==> config.mk <==
export PLATFORM = sky130hd
export DESIGN_NAME = nand_erase_seq
export DESIGN_NICKNAME = d
export VERILOG_FILES = /design/src/rtl/nand_erase_pkg.sv /design/src/rtl/nand_erase_dp.sv /design/src/rtl/nand_erase_ctrl.sv /design/src/rtl/nand_erase_seq.sv
export SDC_FILE = /design/constraint.sdc
export NUM_CORES = 1
export LEC_CHECK = 0
export ABC_CLOCK_PERIOD_IN_PS = 4700
export BUFFER_PORTS_ARGS = -buffer_cell sky130_fd_sc_hd__buf_2
export CORE_UTILIZATION = 40
export CTS_BUF_LIST = sky130_fd_sc_hd__clkbuf_4 sky130_fd_sc_hd__clkbuf_8
export DETAILED_ROUTE_END_ITERATION = 10
export PLACE_DENSITY = 0.73
export SLEW_MARGIN = 25
export SYNTH_ARGS = -nofsm -noshare
export SYNTH_HDL_FRONTEND = slang
export SYNTH_SLANG_ARGS = --single-unit
==> constraint.sdc <==
create_clock -name clk -period 4.7 [get_ports clk]
set_input_delay 0.235 -clock clk [delete_from_list [all_inputs] [get_ports clk]]
set_output_delay 0.235 -clock clk [all_outputs]
set_load 0.01 [all_outputs]
==> src/rtl/nand_erase_pkg.sv <==
package nand_erase_pkg;
  localparam int ROW_W = 24;
  localparam logic [7:0] CMD_ERASE_SETUP = 8'h60;
  localparam logic [7:0] CMD_ERASE_GO    = 8'hD0;
  localparam logic [7:0] CMD_STATUS      = 8'h70;
  localparam logic [7:0] CMD_RESET       = 8'hFF;
  localparam int STAT_READY_BIT = 6;
  localparam int STAT_FAIL_BIT  = 0;

  typedef enum logic [3:0] {
    STEP_SETUP_A = 4'd0,
    STEP_A0      = 4'd1,
    STEP_A1      = 4'd2,
    STEP_A2      = 4'd3,
    STEP_SETUP_B = 4'd4,
    STEP_B0      = 4'd5,
    STEP_B1      = 4'd6,
    STEP_B2      = 4'd7,
    STEP_CONFIRM = 4'd8,
    STEP_STATUS  = 4'd9,
    STEP_RESET   = 4'd10
  } busStep_e;

  typedef struct packed {
    logic     capture;
    busStep_e step;
    logic     drive;
    logic     latchStat;
  } dpCtrl_t;
endpackage

==> src/rtl/nand_erase_dp.sv <==
module nand_erase_dp
  import nand_erase_pkg::*;
#(
  parameter int PAGE_BITS = 6
) (
  input  logic             clk,
  input  logic             rstN,
  input  dpCtrl_t          ctl,
  input  logic [ROW_W-1:0] rowA,
  input  logic [ROW_W-1:0] rowB,
  input  logic [7:0]       ioIn,
  output logic [7:0]       ioOut,
  output logic             ioOe,
  output logic             statReady,
  output logic             statFail
);
  localparam logic [ROW_W-1:0] PAGE_MASK = ROW_W'((1 << PAGE_BITS) - 1);
  localparam logic [ROW_W-1:0] PLANE_BIT = ROW_W'(1) << PAGE_BITS;
  localparam logic [ROW_W-1:0] KEEP_MASK = ~(PAGE_MASK | PLANE_BIT);

  logic [ROW_W-1:0] rowAReg, rowBReg;
  logic [7:0]       statReg;

  always_ff @(posedge clk) begin
    if (!rstN) begin
      rowAReg <= '0;
      rowBReg <= '0;
      statReg <= '0;
    end else begin
      if (ctl.capture) begin
        rowAReg <= rowA & KEEP_MASK;
        rowBReg <= (rowB & KEEP_MASK) | PLANE_BIT;
      end
      if (ctl.latchStat) statReg <= ioIn;
    end
  end

  always_comb begin
    unique case (ctl.step)
      STEP_SETUP_A, STEP_SETUP_B: ioOut = CMD_ERASE_SETUP;
      STEP_A0:      ioOut = rowAReg[7:0];
      STEP_A1:      ioOut = rowAReg[15:8];
      STEP_A2:      ioOut = rowAReg[23:16];
      STEP_B0:      ioOut = rowBReg[7:0];
      STEP_B1:      ioOut = rowBReg[15:8];
      STEP_B2:      ioOut = rowBReg[23:16];
      STEP_CONFIRM: ioOut = CMD_ERASE_GO;
      STEP_STATUS:  ioOut = CMD_STATUS;
      STEP_RESET:   ioOut = CMD_RESET;
      default:      ioOut = 8'h00;
    endcase
  end

  assign ioOe      = ctl.drive;
  assign statReady = statReg[STAT_READY_BIT];
  assign statFail  = statReg[STAT_FAIL_BIT];

  // no status latch while the bus is driven
  p_latch_not_driving_r5: assert property (@(posedge clk) disable iff (!rstN)
    ctl.latchStat |-> !ctl.drive);
endmodule

==> src/rtl/nand_erase_ctrl.sv <==
module nand_erase_ctrl
  import nand_erase_pkg::*;
#(
  parameter int PULSE_CYC  = 2,
  parameter int SETTLE_CYC = 3,
  parameter int TIMER_W    = 20
) (
  input  logic               clk,
  input  logic               rstN,
  input  logic               reqValid,
  input  logic               reqDual,
  input  logic               reqReset,
  input  logic [TIMER_W-1:0] maxCycles,
  input  logic               rdy,
  input  logic               statReady,
  input  logic               statFail,
  output dpCtrl_t            ctl,
  output logic               cle,
  output logic               ale,
  output logic               weN,
  output logic               reN,
  output logic               ceN,
  output logic               busy,
  output logic               done,
  output logic               fail,
  output logic               timeout
);
  localparam int PH_W = $clog2(2 * PULSE_CYC);
  localparam int ST_W = $clog2(SETTLE_CYC + 1);
  localparam logic [PH_W-1:0] PH_LAST  = PH_W'(2 * PULSE_CYC - 1);
  localparam logic [PH_W-1:0] PH_PULSE = PH_W'(PULSE_CYC);
  localparam logic [ST_W-1:0] ST_LAST  = ST_W'(SETTLE_CYC - 1);

  typedef enum logic [2:0] {S_IDLE, S_WRITE, S_SETTLE, S_WAIT, S_READ, S_EVAL} state_e;

  state_e             state;
  busStep_e           step;
  logic [PH_W-1:0]    ph;
  logic [ST_W-1:0]    settleCnt;
  logic [TIMER_W-1:0] waitCnt;
  logic               isDual, isReset, aborted;
  logic               isCmd;

  always_ff @(posedge clk) begin
    if (!rstN) begin
      state     <= S_IDLE;
      step      <= STEP_SETUP_A;
      ph        <= '0;
      settleCnt <= '0;
      waitCnt   <= '0;
      isDual    <= 1'b0;
      isReset   <= 1'b0;
      aborted   <= 1'b0;
      done      <= 1'b0;
      fail      <= 1'b0;
      timeout   <= 1'b0;
    end else begin
      done <= 1'b0;
      unique case (state)
        S_IDLE: begin
          ph <= '0;
          if (reqReset) begin
            step    <= STEP_RESET;
            isReset <= 1'b1;
            aborted <= 1'b0;
            fail    <= 1'b0;
            timeout <= 1'b0;
            state   <= S_WRITE;
          end else if (reqValid) begin
            step    <= STEP_SETUP_A;
            isDual  <= reqDual;
            isReset <= 1'b0;
            aborted <= 1'b0;
            fail    <= 1'b0;
            timeout <= 1'b0;
            state   <= S_WRITE;
          end
        end
        S_WRITE: begin
          ph <= ph + 1'b1;
          if (ph == PH_LAST) begin
            ph <= '0;
            if (step == STEP_CONFIRM || step == STEP_RESET) begin
              settleCnt <= '0;
              state     <= S_SETTLE;
            end else if (step == STEP_STATUS) begin
              state <= S_READ;
            end else if (step == STEP_A2 && !isDual) begin
              step <= STEP_CONFIRM;
            end else begin
              step <= busStep_e'(step + 4'd1);
            end
          end
        end
        S_SETTLE: begin
          settleCnt <= settleCnt + 1'b1;
          if (settleCnt == ST_LAST) begin
            waitCnt <= '0;
            state   <= S_WAIT;
          end
        end
        S_WAIT: begin
          if (!isReset && reqReset) begin
            step    <= STEP_RESET;
            isReset <= 1'b1;
            aborted <= 1'b1;
            ph      <= '0;
            state   <= S_WRITE;
          end else if (rdy) begin
            if (isReset) begin
              done  <= 1'b1;
              fail  <= aborted;
              state <= S_IDLE;
            end else begin
              step  <= STEP_STATUS;
              ph    <= '0;
              state <= S_WRITE;
            end
          end else if (waitCnt == maxCycles) begin
            done    <= 1'b1;
            fail    <= 1'b1;
            timeout <= 1'b1;
            state   <= S_IDLE;
          end else begin
            waitCnt <= waitCnt + 1'b1;
          end
        end
        S_READ: begin
          ph <= ph + 1'b1;
          if (ph == PH_LAST) begin
            ph    <= '0;
            state <= S_EVAL;
          end
        end
        S_EVAL: begin
          if (statReady) begin
            done  <= 1'b1;
            fail  <= statFail;
            state <= S_IDLE;
          end else begin
            step  <= STEP_STATUS;
            state <= S_WRITE;
          end
        end
        default: state <= S_IDLE;
      endcase
    end
  end

  always_comb begin
    isCmd = (step == STEP_SETUP_A) || (step == STEP_SETUP_B) ||
            (step == STEP_CONFIRM) || (step == STEP_STATUS) || (step == STEP_RESET);
    busy          = (state != S_IDLE);
    ceN           = !busy;
    cle           = (state == S_WRITE) && isCmd;
    ale           = (state == S_WRITE) && !isCmd;
    weN           = !((state == S_WRITE) && (ph < PH_PULSE));
    reN           = !((state == S_READ) && (ph < PH_PULSE));
    ctl.capture   = (state == S_IDLE) && !reqReset && reqValid;
    ctl.step      = step;
    ctl.drive     = (state == S_WRITE);
    ctl.latchStat = (state == S_READ) && (ph == PH_PULSE - 1'b1);
  end

  p_cle_ale_excl_r1: assert property (@(posedge clk) disable iff (!rstN) !(cle && ale));
  p_ce_under_strobe_r4: assert property (@(posedge clk) disable iff (!rstN)
    (!weN || !reN) |-> !ceN);
  p_no_drive_on_read_r5: assert property (@(posedge clk) disable iff (!rstN)
    !reN |-> (weN && !ctl.drive));
  p_done_pulse_r7: assert property (@(posedge clk) disable iff (!rstN) done |=> !done);
  p_timeout_fails_r8: assert property (@(posedge clk) disable iff (!rstN) timeout |-> fail);
  p_idle_at_done_r11: assert property (@(posedge clk) disable iff (!rstN) done |-> !busy);
endmodule

==> src/rtl/nand_erase_seq.sv <==
module nand_erase_seq
  import nand_erase_pkg::*;
#(
  parameter int PULSE_CYC  = 2,
  parameter int SETTLE_CYC = 3,
  parameter int PAGE_BITS  = 6,
  parameter int TIMER_W    = 20
) (
  input  logic               clk,
  input  logic               rstN,
  input  logic               reqValid,
  input  logic               reqDual,
  input  logic               reqReset,
  input  logic [23:0]        rowAddrA,
  input  logic [23:0]        rowAddrB,
  input  logic [TIMER_W-1:0] maxEraseCycles,
  output logic [7:0]         nandIoOut,
  output logic               nandIoOe,
  input  logic [7:0]         nandIoIn,
  output logic               nandCle,
  output logic               nandAle,
  output logic               nandCeN,
  output logic               nandWeN,
  output logic               nandReN,
  input  logic               nandRdy,
  output logic               busy,
  output logic               done,
  output logic               fail,
  output logic               timeout
);
  dpCtrl_t ctl;
  logic    statReady, statFail;

  nand_erase_ctrl #(
    .PULSE_CYC(PULSE_CYC), .SETTLE_CYC(SETTLE_CYC), .TIMER_W(TIMER_W)
  ) u_ctrl (
    .clk(clk), .rstN(rstN), .reqValid(reqValid), .reqDual(reqDual),
    .reqReset(reqReset), .maxCycles(maxEraseCycles), .rdy(nandRdy),
    .statReady(statReady), .statFail(statFail), .ctl(ctl),
    .cle(nandCle), .ale(nandAle), .weN(nandWeN), .reN(nandReN), .ceN(nandCeN),
    .busy(busy), .done(done), .fail(fail), .timeout(timeout)
  );

  nand_erase_dp #(.PAGE_BITS(PAGE_BITS)) u_dp (
    .clk(clk), .rstN(rstN), .ctl(ctl), .rowA(rowAddrA), .rowB(rowAddrB),
    .ioIn(nandIoIn), .ioOut(nandIoOut), .ioOe(nandIoOe),
    .statReady(statReady), .statFail(statFail)
  );

  p_io_stable_at_latch_r4: assert property (@(posedge clk) disable iff (!rstN)
    $rose(nandWeN) |-> $stable(nandIoOut));
endmodule

======== After elaboration in Yosys (flattened, before gate mapping) ========
Cells that the tools add are included.
cells by class
  reductions and logical operators ........ 41
  multiplexer cells ....................... 59
  order comparisons ....................... 1
  bitwise operators ....................... 1
  add/sub/neg operators ................... 4
  equality and inequality tests ........... 39
operators by type and width
  kind                                                   number
  2-to-1 mux 20 bit                                      4
  case mux 8 bit (10 select lines)                       1
  2-to-1 mux 4 bit                                       10
  case mux 20 bit (2 select lines)                       1
  2-to-1 mux 3 bit                                       10
  adder 20 x 1 -> 20 bit, second input constant          1
  == test 20 bit                                         1
  2-to-1 mux 1 bit                                       18
  case mux 3 bit (6 select lines)                        1
  == test 4 x 3 -> 1 bit, second input constant          4
  case mux 4 bit (4 select lines)                        1
  inequality test 2 x 1 -> 1 bit, second input constant  7
  == test 4 bit, second input constant                   3
  2-to-1 mux 2 bit                                       6
  inequality test 2 bit, second input constant           6
  AND reduction 3 bit                                    4
  AND reduction 6 bit                                    2
  AND reduction 5 bit                                    2
  logical AND 1 bit                                      9
  inequality test 3 x 2 -> 1 bit, second input constant  3
  nonzero test 3 bit                                     3
  == test 4 x 2 -> 1 bit, second input constant          2
  case mux 1 bit (2 select lines)                        4
  AND reduction 8 bit                                    1
  23 further kinds                                       41
storage, ports and cells
  register bits ........................... 79
  input port bits ......................... 82
  output and inout bits ................... 18
  word-level logic and storage cells ...... 159

======== Depth between registers and ports, before layout ========
  depth in word-level cells ............... 7
  mapped depth ............................ 9
  gate-level depth less buffers ........... 8

======== By module ========
From an unflattened synthesis, not the netlist that was laid out.
second synthesis, totals
  cells, all modules ...................... 486
  area, all modules ....................... 4272.8 um^2
modules (own cells, without submodules)
  module           cells an instance  seq. area each (um^2)  area each (um^2)  instances
  nand_erase_ctrl  315                740.7                  2466.1            1
  nand_erase_dp    171                740.7                  1806.7            1

======== Worst setup path before layout ========
OpenSTA, ideal clock, no wires.
  path kind ............................... register to register
  start ................................... register u_ctrl.step[0]
  end ..................................... register u_ctrl.step[2]
  setup slack ............................. 2.530 ns
  buffers on the path ..................... 1
  clock period less this slack ............ 2.170 ns
  setup time .............................. 0.117 ns
  required time ........................... 4.583 ns
  data arrival time ....................... 2.053 ns
  stages on the path, launching flop included .. 10
  path through ............................ dfxtp_1 > inv_1 > ha_1 > clkbuf_1 > or3_1 > nand2_1 > nand2_1 > a32oi_2 > o21ai_0 > a32o_1
between the ends
  word-level cells in the longest chain between the ends .. 7
  elaborated cells on any way between the ends .. 15
  those cells by class .................... add/sub (1); eq/ne (6); mux (5); reduce/logical (3)
ends and longest elaborated chain
  item                                                                          RTL line               text
  start, declared                                                               nand_erase_ctrl.sv:37  busStep_e step;
  start signal, assigned                                                        nand_erase_ctrl.sv:91  step <= busStep_e'(step + 4'd1);
  parallel branches: the longest is 7 deep, another holds adder 4 x 1 -> 4 bit  --
Parallel ways; which one is timed is not known. The select of a mux whose other input is x is not followed.
A chain may end at the register's enable or synchronous reset.

======== Final worst setup path ========
  start ................................... register u_ctrl.state[0]
  end ..................................... register u_ctrl.waitCnt[19]
between the ends
  word-level cells in the longest chain between the ends .. 3
  elaborated cells on any way between the ends .. 9
  those cells by class .................... eq/ne (6); mux (1); reduce/logical (2)
ends and longest elaborated chain
  item                                                                  RTL line                text
  start, declared                                                       nand_erase_ctrl.sv:36   state_e state;
  start signal, assigned                                                nand_erase_ctrl.sv:46   state <= S_IDLE;
  start signal, assigned                                                nand_erase_ctrl.sv:68   state <= S_WRITE;
  start signal, assigned                                                nand_erase_ctrl.sv:76   state <= S_WRITE;
  == test 3 x 2 -> 1 bit                                                nand_erase_ctrl.sv:59   unique case (state)
  inequality test 2 bit (no source line), or another cell as far along  --
  AND reduction 5 bit (no source line)                                  --
  end signal, assigned                                                  nand_erase_ctrl.sv:125  waitCnt <= waitCnt + 1'b1;
  end, declared                                                         nand_erase_ctrl.sv:40   logic [TIMER_W-1:0] waitCnt;
Several ways; a longest one is shown, not always the timed one.

==> flow_summary.json <==
{
  "status": "finished clean",
  "overflow": 0,
  "final.min_clock_period_ns": 2.94,
  "gp_congestion": 0.825,
  "async_flop_share": 0,
  "wl_um": 10900,
  "setup_slack_ns": 1.76,
  "slew_violations": 0,
  "root_buffer": "clkbuf_8",
  "grt_max_degree": 77,
  "synth_area_um2": 4320,
  "ys.flop_type": "dfxtp_1",
  "end_kind": "flop",
  "synth_top_area_share": 0.343,
  "synth_cells": 542,
  "fin_worst_skew_ns": 0.00632,
  "ys_top_cells_by_area": "dfxtp_1 (34%), nand2_1 (9.6%), a21boi_0 (6.3%)",
  "ys_types": 69,
  "cts_setup_buffers": 0,
  "core-area_um2": 10400,
  "grt_use_total": 0.201,
  "synth_seq_cells": 74,
  "syn_nets": 632,
  "netlist.top_cell.by_area": "dfxtp_1",
  "grt_pass1_vias": 4001,
  "power.density_nw_per_um2": 414,
  "required_ns": 4.97,
  "grt_pass1_wl_um": 18300,
  "yosysWarnings": 0,
  "dpl_cell_area_um2": 4760,
  "crit_fanout": 25,
  "peakVddDrop_v": 0.000247,
  "rows": 37,
  "tightest_slew_ns": 0.865,
  "post_drt_wl_per_cell_um": 14.7,
  "setup_viol": 0,
  "io_pins": 100,
  "drtIter0Drc": 281,
  "num_vias": 4188,
  "io_buffers": 79,
  "worstSetupStartpointType": "flop",
  "drive_gt1_frac": 0.197,
  "fmax_mhz": 340,
  "period_share": 0.626,
  "drtPass1Iterations": 5,
  "arrival_ns": 3.22,
  "finalSetupTns_ns": 0,
  "htree_levels": 3,
  "leakage_uw": 0.00192,
  "ys_top_cells_by_count": "nand2_1 (111), dfxtp_1 (74), a21boi_0 (36)",
  "fp.dieW_um": 106,
  "cts.repair.resized": 0,
  "cts_tree": "built",
  "clk_pin_slew_ns": 0.08,
  "area_growth_pct": 15.7,
  "synth_edf_count": 0,
  "grt_setup_unrepaired": "false",
  "hold_class": "input port to flop",
  "maxSlewHeadroom": 0.422,
  "drt-vias-per-instance": 5.66,
  "fin_area_um2": 5000,
  "path_class": "flop to flop",
  "cts_buffers": 9,
  "hpwlAfterDp_um": 7700,
  "final-hold-violation-count": 0,
  "fp.dieH_um": 106,
  "clk_latency_ns": 0.35,
  "num-fill-cells": 1039,
  "dieArea_um2": 11200,
  "cts_sinks": 74,
  "synth.most_common_cell": "nand2_1",
  "ant_nets": 0,
  "cap_violations": 0,
  "cts.path.max_buffers": 2,
  "antenna_found_initial": 0,
  "place_ws_ns": 1.82,
  "drc": 0,
  "nets": 689,
  "syn_avg_cell_area_um2": 7.97,
  "initial_core_util": 0.415,
  "cts_hold_buf": 0,
  "diodes": 0,
  "ys_seq_area_frac": 0.343
}
-- cells in the final DEF, fill, tap and decap left out, drive strengths merged, types with 4 or more instances in the layout --
master	Yosys	layout
ha	8	8
a21boi	39	39
a21oi	25	25
mux2i	4	4
o21ai	29	29
nand2	111	111
clkbuf	24	10
nor3	9	9
nand2b	6	6
and3	4	4
nor4	9	9
a22oi	4	4
or3	7	7
xor2	21	21
o31ai	8	8
nor2b	11	11
nand3	22	22
or4	4	4
a22o	5	5
dfxtp	74	74
inv	12	12
buf	12	82
o21a	7	7
o221a	5	5
nor3b	7	7
nor2	17	17
o22ai	4	4
-- per-layer routing --
metal,GRT usage,routed length (µm),vias up
met3,0.0417,636,24
met5,0,0,-
met1,0.244,4720,1936
met2,0.342,5290,153
li1,-,-,2075
met4,0.0873,214,0
-- state kept, by name (all words and copies together) (netlist names) --
signal and count:
u_ctrl.aborted 1, u_ctrl.done 1, u_ctrl.fail 1, u_ctrl.isDual 1, u_ctrl.isReset 1, u_ctrl.ph 2
u_ctrl.settleCnt 2, u_ctrl.state 3, u_ctrl.step 4, u_ctrl.timeout 1, u_ctrl.waitCnt 20, u_dp.rowAReg 17
u_dp.rowBReg 18, u_dp.statReg 2
-- layout make-up --
type                    instances  area (µm²)  share of cell area
well taps                     136         170              0.0340
inverters                      12        45.0             0.00900
multi-input cells             420        2640               0.528
clock inverters                 6         115              0.0230
clock buffers                  10         131              0.0263
flip-flops and latches         74        1480               0.296
repair buffers                 82         418              0.0835
-- where the power goes --
group	switching (µW)	total [µW]	leakage (µW)	internal, µW
clock	245	605	0.000120	360
sequential	105	795	0.000601	691
combinational	407	669	0.00120	262
total	757	2070	0.00192	1310
-- final timing paths --
kind	start	to	slack (ns)	cells past startpoint
worst max-delay path	u_ctrl.state[0]	u_ctrl.waitCnt[19]	1.76	6
worst max register to register	u_ctrl.state[0]	u_ctrl.waitCnt[19]	1.76	6
worst min-delay path	rowAddrA[16]	u_dp.rowAReg[16]	0.12	3
worst min register to register	u_dp.rowBReg[19]	u_dp.rowBReg[19]	0.47	2
-- kinds of logic (layout without fill, tap and decap cells) --
family / Yosys count / in the layout / share of synthesized area
XOR/XNOR: 21 / 21 / 0.0426
buffers and inverters: 48 / 110 / 0.0475
adder cells (fa/ha/maj): 8 / 8 / 0.0232
flip-flops: 74 / 74 / 0.343
multiplexers: 7 / 7 / 0.0171
AND/OR/NAND/NOR: 223 / 223 / 0.259
AO/OA/AOI/OAI: 161 / 161 / 0.268
-- worst max-delay path, stage by stage, from the launching register on --
cell and delay [ns]:
dfxtp_1 0.87, inv_2 0.32, nor3_1 0.30, o21a_1 0.40, o31ai_4 0.26, or4_1 0.56
a21oi_1 0.16
-- through the flow --
step | power, µW | hold WS (ns) | util | std cells
after floorplan | 1260 | 0.370 | - | 542
after global placement | 1450 | 0.444 | 0.457 | 724
after detailed placement | 1470 | 0.451 | 0.457 | 724
after CTS | 2080 | 0.105 | 0.480 | 740
after global routing | 2210 | 0.104 | 0.480 | 740
final | 2070 | 0.120 | 0.480 | 740
Power figures use the tool's default switching activity.
